<file path="src/rtl/dmem_pkg.sv">
package dmem_pkg;
  typedef enum logic [1:0] {
    MC_RD_WORD = 2'b00,
    MC_WR_BYTE = 2'b01,
    MC_WR_HALF = 2'b10,
    MC_WR_WORD = 2'b11
  } mc_e;

  localparam int DATA_W = 32;
  localparam int LANES  = DATA_W / 8;
endpackage

</file>
<file path="src/rtl/dmem_decode.sv">
module dmem_decode
  import dmem_pkg::*;
#(
  parameter int IDX_W = 6
) (
  input  logic                en,
  input  logic [1:0]          mc,
  input  logic [IDX_W+1:0]    addr_lo,
  input  logic [DATA_W-1:0]   wdata,
  output logic [IDX_W-1:0]    idx,
  output logic [LANES-1:0]    lane_we,
  output logic [DATA_W-1:0]   lane_wd,
  output logic                rd_en,
  output logic                err_now
);
  logic [1:0] off;
  logic       bad;

  always_comb begin
    off     = addr_lo[1:0];
    idx     = addr_lo[IDX_W+1:2];
    bad     = 1'b0;
    lane_we = '0;
    lane_wd = '0;
    rd_en   = 1'b0;
    case (mc_e'(mc))
      MC_RD_WORD, MC_WR_WORD: bad = (off != 2'b00);
      MC_WR_HALF:             bad = off[0];
      default:                bad = 1'b0;
    endcase
    if (en && !bad) begin
      case (mc_e'(mc))
        MC_RD_WORD: rd_en = 1'b1;
        MC_WR_BYTE: begin
          lane_we[2'd3 - off] = 1'b1;
          lane_wd = {LANES{wdata[7:0]}};
        end
        MC_WR_HALF: begin
          lane_we = off[1] ? 4'b0011 : 4'b1100;
          lane_wd = {2{wdata[15:0]}};
        end
        default: begin
          lane_we = '1;
          lane_wd = wdata;
        end
      endcase
    end
    err_now = en && bad;
  end
endmodule

</file>
<file path="src/rtl/dmem_lane.sv">
module dmem_lane #(
  parameter int DEPTH = 64,
  parameter int IDX_W = $clog2(DEPTH)
) (
  input  logic             clk,
  input  logic             rst,
  input  logic             we,
  input  logic             re,
  input  logic [IDX_W-1:0] idx,
  input  logic [7:0]       wd,
  output logic [7:0]       q
);
  logic [7:0] mem [DEPTH];

  always_ff @(posedge clk) begin
    if (we) mem[idx] <= wd;
  end

  always_ff @(posedge clk) begin
    if (rst)     q <= '0;
    else if (re) q <= mem[idx];
  end
endmodule

</file>
<file path="src/rtl/dmem_ctrl.sv">
module dmem_ctrl
  import dmem_pkg::*;
#(
  parameter int DEPTH = 64
) (
  input  logic        clk,
  input  logic        rst,
  input  logic        en,
  input  logic [1:0]  mc,
  input  logic [31:0] addr,
  input  logic [31:0] wdata,
  output logic [31:0] rdata,
  output logic        align_err
);
  localparam int IDX_W = $clog2(DEPTH);

  logic [IDX_W-1:0]  idx;
  logic [LANES-1:0]  lane_we;
  logic [DATA_W-1:0] lane_wd;
  logic              rd_en;
  logic              err_now;
  logic              unused_hi;

  assign unused_hi = ^addr[31:IDX_W+2];

  dmem_decode #(.IDX_W(IDX_W)) u_dec (
    .en      (en),
    .mc      (mc),
    .addr_lo (addr[IDX_W+1:0]),
    .wdata   (wdata),
    .idx     (idx),
    .lane_we (lane_we),
    .lane_wd (lane_wd),
    .rd_en   (rd_en),
    .err_now (err_now)
  );

  for (genvar l = 0; l < LANES; l++) begin : g_lane
    dmem_lane #(.DEPTH(DEPTH), .IDX_W(IDX_W)) u_lane (
      .clk (clk),
      .rst (rst),
      .we  (lane_we[l]),
      .re  (rd_en),
      .idx (idx),
      .wd  (lane_wd[8*l +: 8]),
      .q   (rdata[8*l +: 8])
    );
  end

  always_ff @(posedge clk) begin
    if (rst) align_err <= 1'b0;
    else     align_err <= err_now;
  end
endmodule

</file>
<file path="config.mk">
export PLATFORM = sky130hd
export DESIGN_NAME = dmem_ctrl
export DESIGN_NICKNAME = d
export VERILOG_FILES = /design/src/rtl/dmem_pkg.sv /design/src/rtl/dmem_decode.sv /design/src/rtl/dmem_lane.sv /design/src/rtl/dmem_ctrl.sv
export SDC_FILE = /design/constraint.sdc
export NUM_CORES = 2
export LEC_CHECK = 0
export ABC_AREA = 1
export BUFFER_PORTS_ARGS = -buffer_cell sky130_fd_sc_hd__buf_2
export CAP_MARGIN = 0
export CELL_PAD_IN_SITES_DETAIL_PLACEMENT = 1
export CELL_PAD_IN_SITES_GLOBAL_PLACEMENT = 2
export CORE_MARGIN = 2
export CORE_UTILIZATION = 38
export CTS_CLUSTER_SIZE = 12
export DETAILED_ROUTE_END_ITERATION = 6
export PLACE_DENSITY_LB_ADDON = 0.1
export SYNTH_ARGS = -nofsm -noshare
export SYNTH_HDL_FRONTEND = slang
export SYNTH_SLANG_ARGS = --single-unit
</file>
<file path="constraint.sdc">
create_clock -name clk -period 5.3 [get_ports clk]
set_clock_uncertainty 0.2 [all_clocks]
set_input_delay 1.06 -clock clk [delete_from_list [all_inputs] [get_ports clk]]
set_output_delay 1.06 -clock clk [all_outputs]
set_load 0.005 [all_outputs]
</file>
# == After elaboration in Yosys (flattened, before gate mapping) ==
# Memory sizes are Yosys's and may differ from the RTL's. A register that Yosys moved wholly into a read port is not among the register bits.
# Cells that the tools add are included.
# op_classes
addsub,1
mul,0
div,0
order_cmp,2
n_eq_ne,3
shifts,0
n_mux,18
bitwise_logic,0
n_reduce_logical,7
# op_table
cell,n
32-bit one-hot mux with 3 select lines,1
32-bit 2-to-1 mux,1
4-bit one-hot mux with 3 select lines,1
1-bit 2-to-1 mux,11
4-bit 2-to-1 mux,2
2-bit == test (second input constant),2
1-bit logical AND,3
2-bit by 3-bit < comparator with 1-bit output (second input constant),1
1-bit demux with 2-bit select,1
2-bit by 1-bit == test with 1-bit output (second input constant),1
2-bit by 1-bit >= comparator with 1-bit output (second input constant),1
2-bit zero test,1
1-bit one-hot mux with 2 select lines,1
2-bit nonzero test,1
2-bit OR reduction,1
2-bit subtractor (first input constant),1
1-bit zero test,1
# word_totals
register_bits,1
latchBits,0
mem_bits_rw,2048
mem_bits_ro,0
n_memories,4
# mem_list
name,depth,word_bits,read_ports,rd_ports_with_merged_regs,wr,line,source
g_lane[0].u_lane.mem,64,8,1,1,1,dmem_lane.sv:13,logic [7:0] mem [DEPTH];
g_lane[1].u_lane.mem,64,8,1,1,1,dmem_lane.sv:13,
g_lane[2].u_lane.mem,64,8,1,1,1,dmem_lane.sv:13,
g_lane[3].u_lane.mem,64,8,1,1,1,dmem_lane.sv:13,

# == Depth between registers and ports, before layout ==
# depth
ltp_word,9
mapped_depth,17

# == By module ==
# From an unflattened synthesis, not the netlist that was laid out.
# hier_totals
cells_unflattened,8990
hier_area_um2,89382.0
# modules_own_cells
module,n_inst,cells_each,area_each_um2,seq_area_each_um2
dmem_lane,4,2199,22079.9,15534.9
dmem_decode,1,191,1032.2,0.0
dmem_ctrl,1,3,30.0,20.0

# == Least setup slack after synthesis ==
# Ideal clock, no wire load.
# synth_timing
kind,input to register
startpoint,input port mc[0]
endpoint,memory g_lane[0].u_lane.mem[0][7] (data pin)
setup_time_ns,0.767
arrival_ns,4.764
path_slack_ns,-0.432
stages,9
path_buffers,2
path_cell_list,inv_1 -> ha_1 -> clkbuf_2 -> a21boi_0 -> nor3_1 -> nor2_1 -> buf_2 -> inv_1 -> a311oi_1
# synth_between
elab_chain_len,6
# synth_rtl
element,line,source
start: declaration,dmem_ctrl.sv:9,"input logic [1:0] mc,"
2-bit == test or 2-bit zero test (tied branches),"dmem_decode.sv:26, dmem_decode.sv:32",
2-bit OR reduction,dmem_decode.sv:26,case (mc_e'(mc))
1-bit one-hot mux with 2 select lines,dmem_decode.sv:26,
1-bit zero test,dmem_decode.sv:31,if (en && !bad) begin
1-bit logical AND,dmem_decode.sv:31,
32-bit 2-to-1 mux *,dmem_decode.sv:31,
named net g_lane[0].u_lane.wd[7],dmem_lane.sv:10,"input logic [7:0] wd,"
end: declaration,dmem_lane.sv:13,
# The timed path passes the listed nets; every way through them passes the cells marked *.

# == Final worst setup path ==
# layout_timing
startpoint,input port addr[7]
endpoint,memory g_lane[1].u_lane.mem[43][3] (enable)
# layout_lines
element,line,source
start: declaration,dmem_ctrl.sv:10,"input logic [31:0] addr,"
end: declaration,dmem_lane.sv:13,
# Straight into the memory's write port.

==> impl_metrics.json <==
{
  "synth_cell_types": 29,
  "p_per_area_mw_per_mm2": 357,
  "cpMaxStageDelayCell": "nor2_1",
  "cts.sinks": 2081,
  "maxCapViolCount": 0,
  "multiInputGateArea_mm2": 0.0246,
  "drtIter0Drc": 3840,
  "ir_worst_vdd_uv": 342,
  "wirelength_um": 301000,
  "synth_top_family_by_area": "simple AND/OR/NAND/NOR gates",
  "synth_simple_gate_area_share_pct": 26.2,
  "ctsHoldBuffers": 0,
  "min_to": "align_err",
  "r2r-end": "g_lane[0].u_lane.q[0]",
  "vias": 62200,
  "antenna_found_initial": 17,
  "synth_edf_count": 2048,
  "critical_path_class": "in -> reg",
  "cp_data_required_time_ns": 5.59,
  "synth_compound_area_share_pct": 0.839,
  "dieArea_mm2": 0.238,
  "cp-end-kind": "flop",
  "track_usage_pct": 25.3,
  "grt_pass1_vias": 64000,
  "hold_start": "rst",
  "synth_nets": 9053,
  "ys_async_sr_fraction_pct": 0,
  "placed_area_mm2": 0.0943,
  "dp_hpwl_um": 181000,
  "clock-root-buffer": "clkbuf_16",
  "postLayoutCellArea_mm2": 0.101,
  "synth_ff_type": "edfxtp_1",
  "cts-resized-gates": 0,
  "via_per_inst": 5.03,
  "die_y_um": 488,
  "drc": 0,
  "crit_arrival_ns": 4.00,
  "grt_pass1_wl_um": 438000,
  "leakage_nw": 40.1,
  "htreeDepth": 4,
  "start_util_pct": 38.2,
  "reg2reg_depth": 12,
  "layout.nets": 9194,
  "drt-wirelength-per-cell_um": 24.3,
  "crit_chain": "buf_2 -> inv_1 -> nor3_2 -> buf_4 -> nand2_1 -> nor2_1",
  "die_w_um": 488,
  "clk-insertion-delay-late_ns": 0.88,
  "relSlewSlack_pct": 24.0,
  "syn_area_mm2": 0.0889,
  "slew_viol_final": 0,
  "cts_made_buffers": 227,
  "post-route-period-util_pct": 70.0,
  "drtAntennaViolNets": 0,
  "drive_above_1_share_pct": 8.04,
  "rows": 177,
  "synth_warnings": 0,
  "syn_to_final_growth_pct": 14.1,
  "grt_max_degree": 169,
  "r2r_setup_slack_ns": 3.21,
  "numPortBuffers": 77,
  "seqCellArea_mm2": 0.0622,
  "hold_depth": 2,
  "firstDrtPassIters": 5,
  "synthXorXnorAreaFrac_pct": 0,
  "max_freq_ghz": 0.269,
  "place_congestion": 0.796,
  "grt.overflow.total": 0,
  "timing.rr.start": "g_lane[0].u_lane.mem[42][0]",
  "fill_cells": 25700,
  "core_area_mm2": 0.233,
  "hp-class": "in -> reg",
  "period_minus_slack_ns": 3.71,
  "start_kind": "input pin",
  "postCtsSetupRepairBufs": 0,
  "yosys_register_bits": 2081,
  "finalSetupViolations": 0,
  "finalSetupTns_ns": 0,
  "postSynthCellCount": 8979,
  "synth-seq-area-share_pct": 69.9,
  "hold_violations": 0,
  "cts_tree": "built",
  "io_pins": 102,
  "muxShareOfSynthArea_pct": 0,
  "crit_fanout": 24,
  "synthAdderAreaFrac_pct": 0.0704,
  "rsz0062_at_grt": "false",
  "clk_pin_slew_ns": 0.06,
  "tightest_slew_ns": 1.14,
  "slowest_delay_ns": 0.96,
  "cts_buffer_depth": 3,
  "syn_area_per_cell_um2": 9.90,
  "power_mw": 36.2,
  "status": "completed"
}
## stage by stage
step,util [%],cells,hold slack (ns),worst slack [ns]
4_1_cts,43.6,12400,0.213,1.76
2_1_floorplan,-,8979,0.327,0.494
3_3_place_gp,40.5,11900,0.387,0.849
5_1_grt,43.6,12400,0.255,1.55
6_report,43.6,12400,0.300,1.59
3_5_place_dp,40.5,11900,0.389,0.819
## sequential cells by signal (all words and copies together), names as in the netlist
name,cells
align_err,1
g_lane.u_lane.q,32
g_lane.u_lane.mem,2048
## Yosys cell counts, types with 2 or more instances
library cell / count / area share, %
nand2_1: 5771 / 24
edfxtp_1: 2048 / 69
nor2_1: 347 / 1.5
buf_2: 226 / 1.3
clkbuf_1: 175 / 0.74
inv_1: 102 / 0.43
nand3_1: 43 / 0.24
a21oi_1: 41 / 0.23
buf_1: 40 / 0.17
o21ai_0: 38 / 0.21
dfxtp_1: 33 / 0.74
buf_4: 29 / 0.24
o21a_1: 29 / 0.24
nor3_1: 13 / 0.073
nor2_2: 9 / 0.063
o21ai_1: 6 / 0.034
ha_1: 5 / 0.070
inv_2: 4 / 0.017
o211ai_1: 4 / 0.034
o21ai_2: 4 / 0.039
a21boi_1: 2 / 0.017
buf_6: 2 / 0.025
or2_1: 2 / 0.014
## power breakdown
part           leakage [nW]  total [mW]  internal, mW  switching, mW
logic                  21.4        2.75         0.678           2.07
clock network          3.45        15.2          8.63           6.57
registers              15.3        18.2          18.2         0.0308
total                  40.1        36.2          27.5           8.67
## cells by family (layout without fill, tap and decap cells)
logic type                 Yosys count  after routing
other                                0             20
and+or+nand+nor                   6187           6187
adders and majority gates            5              5
AOI/OAI and AO/OA                  127            127
DFF                               2081           2081
buffers and inverters              579            914
## per-layer routing
layer | vias up | track usage [%] | part of all wire, %
li1 | 29200 | - | -
met4 | 4 | 8.73 | 3.3
met2 | 1155 | 42.6 | 49
met5 | - | 0.572 | 0.068
met1 | 31400 | 33.2 | 44
met3 | 385 | 3.72 | 4.1
## worst max-delay path, delay by kind of cell
family,cells,cell delay [ns]
buffers and inverters,3,0.88
and+or+nand+nor,3,2.00
## area by class of cell
type / instances / area share [%]
diodes: 20 / 0.0494
flip-flops and latches: 2081 / 61.3
well taps: 3043 / 3.76
clock inverters: 119 / 0.899
inverters: 106 / 0.415
repair buffers: 385 / 3.30
clock buffers: 304 / 6.04
multi-input cells: 6319 / 24.2
## placed cells by master, fill, tap and decap left out, types with 23 or more instances in the layout
cell type	synthesis	layout
a21oi_4	0	23
buf_12	0	49
buf_2	226	74
buf_4	29	259
clkbuf_1	175	67
clkbuf_16	0	232
clkinv_1	0	55
clkinv_2	0	42
dfxtp_1	33	33
edfxtp_1	2048	2048
inv_1	102	99
nand2_1	5771	5770
nand3_1	43	43
nor2_1	347	338
o21a_1	29	29
o21ai_0	38	38
## worst max-delay path by stage
| stage | from | end | depth (start not counted) |
|---|---|---|---|
| floorplan | mc[0] | g_lane[0].u_lane.mem[0][2] | 10 |
| global placement | mc[0] | g_lane[1].u_lane.mem[20][4] | 8 |
| detailed placement | mc[0] | g_lane[1].u_lane.mem[8][7] | 8 |
| CTS | mc[0] | g_lane[1].u_lane.mem[28][2] | 8 |
| global route | mc[0] | g_lane[1].u_lane.mem[43][5] | 8 |
| finish | addr[7] | g_lane[1].u_lane.mem[43][3] | 6 |
Note: power is estimated with default switching activity, not from simulation.
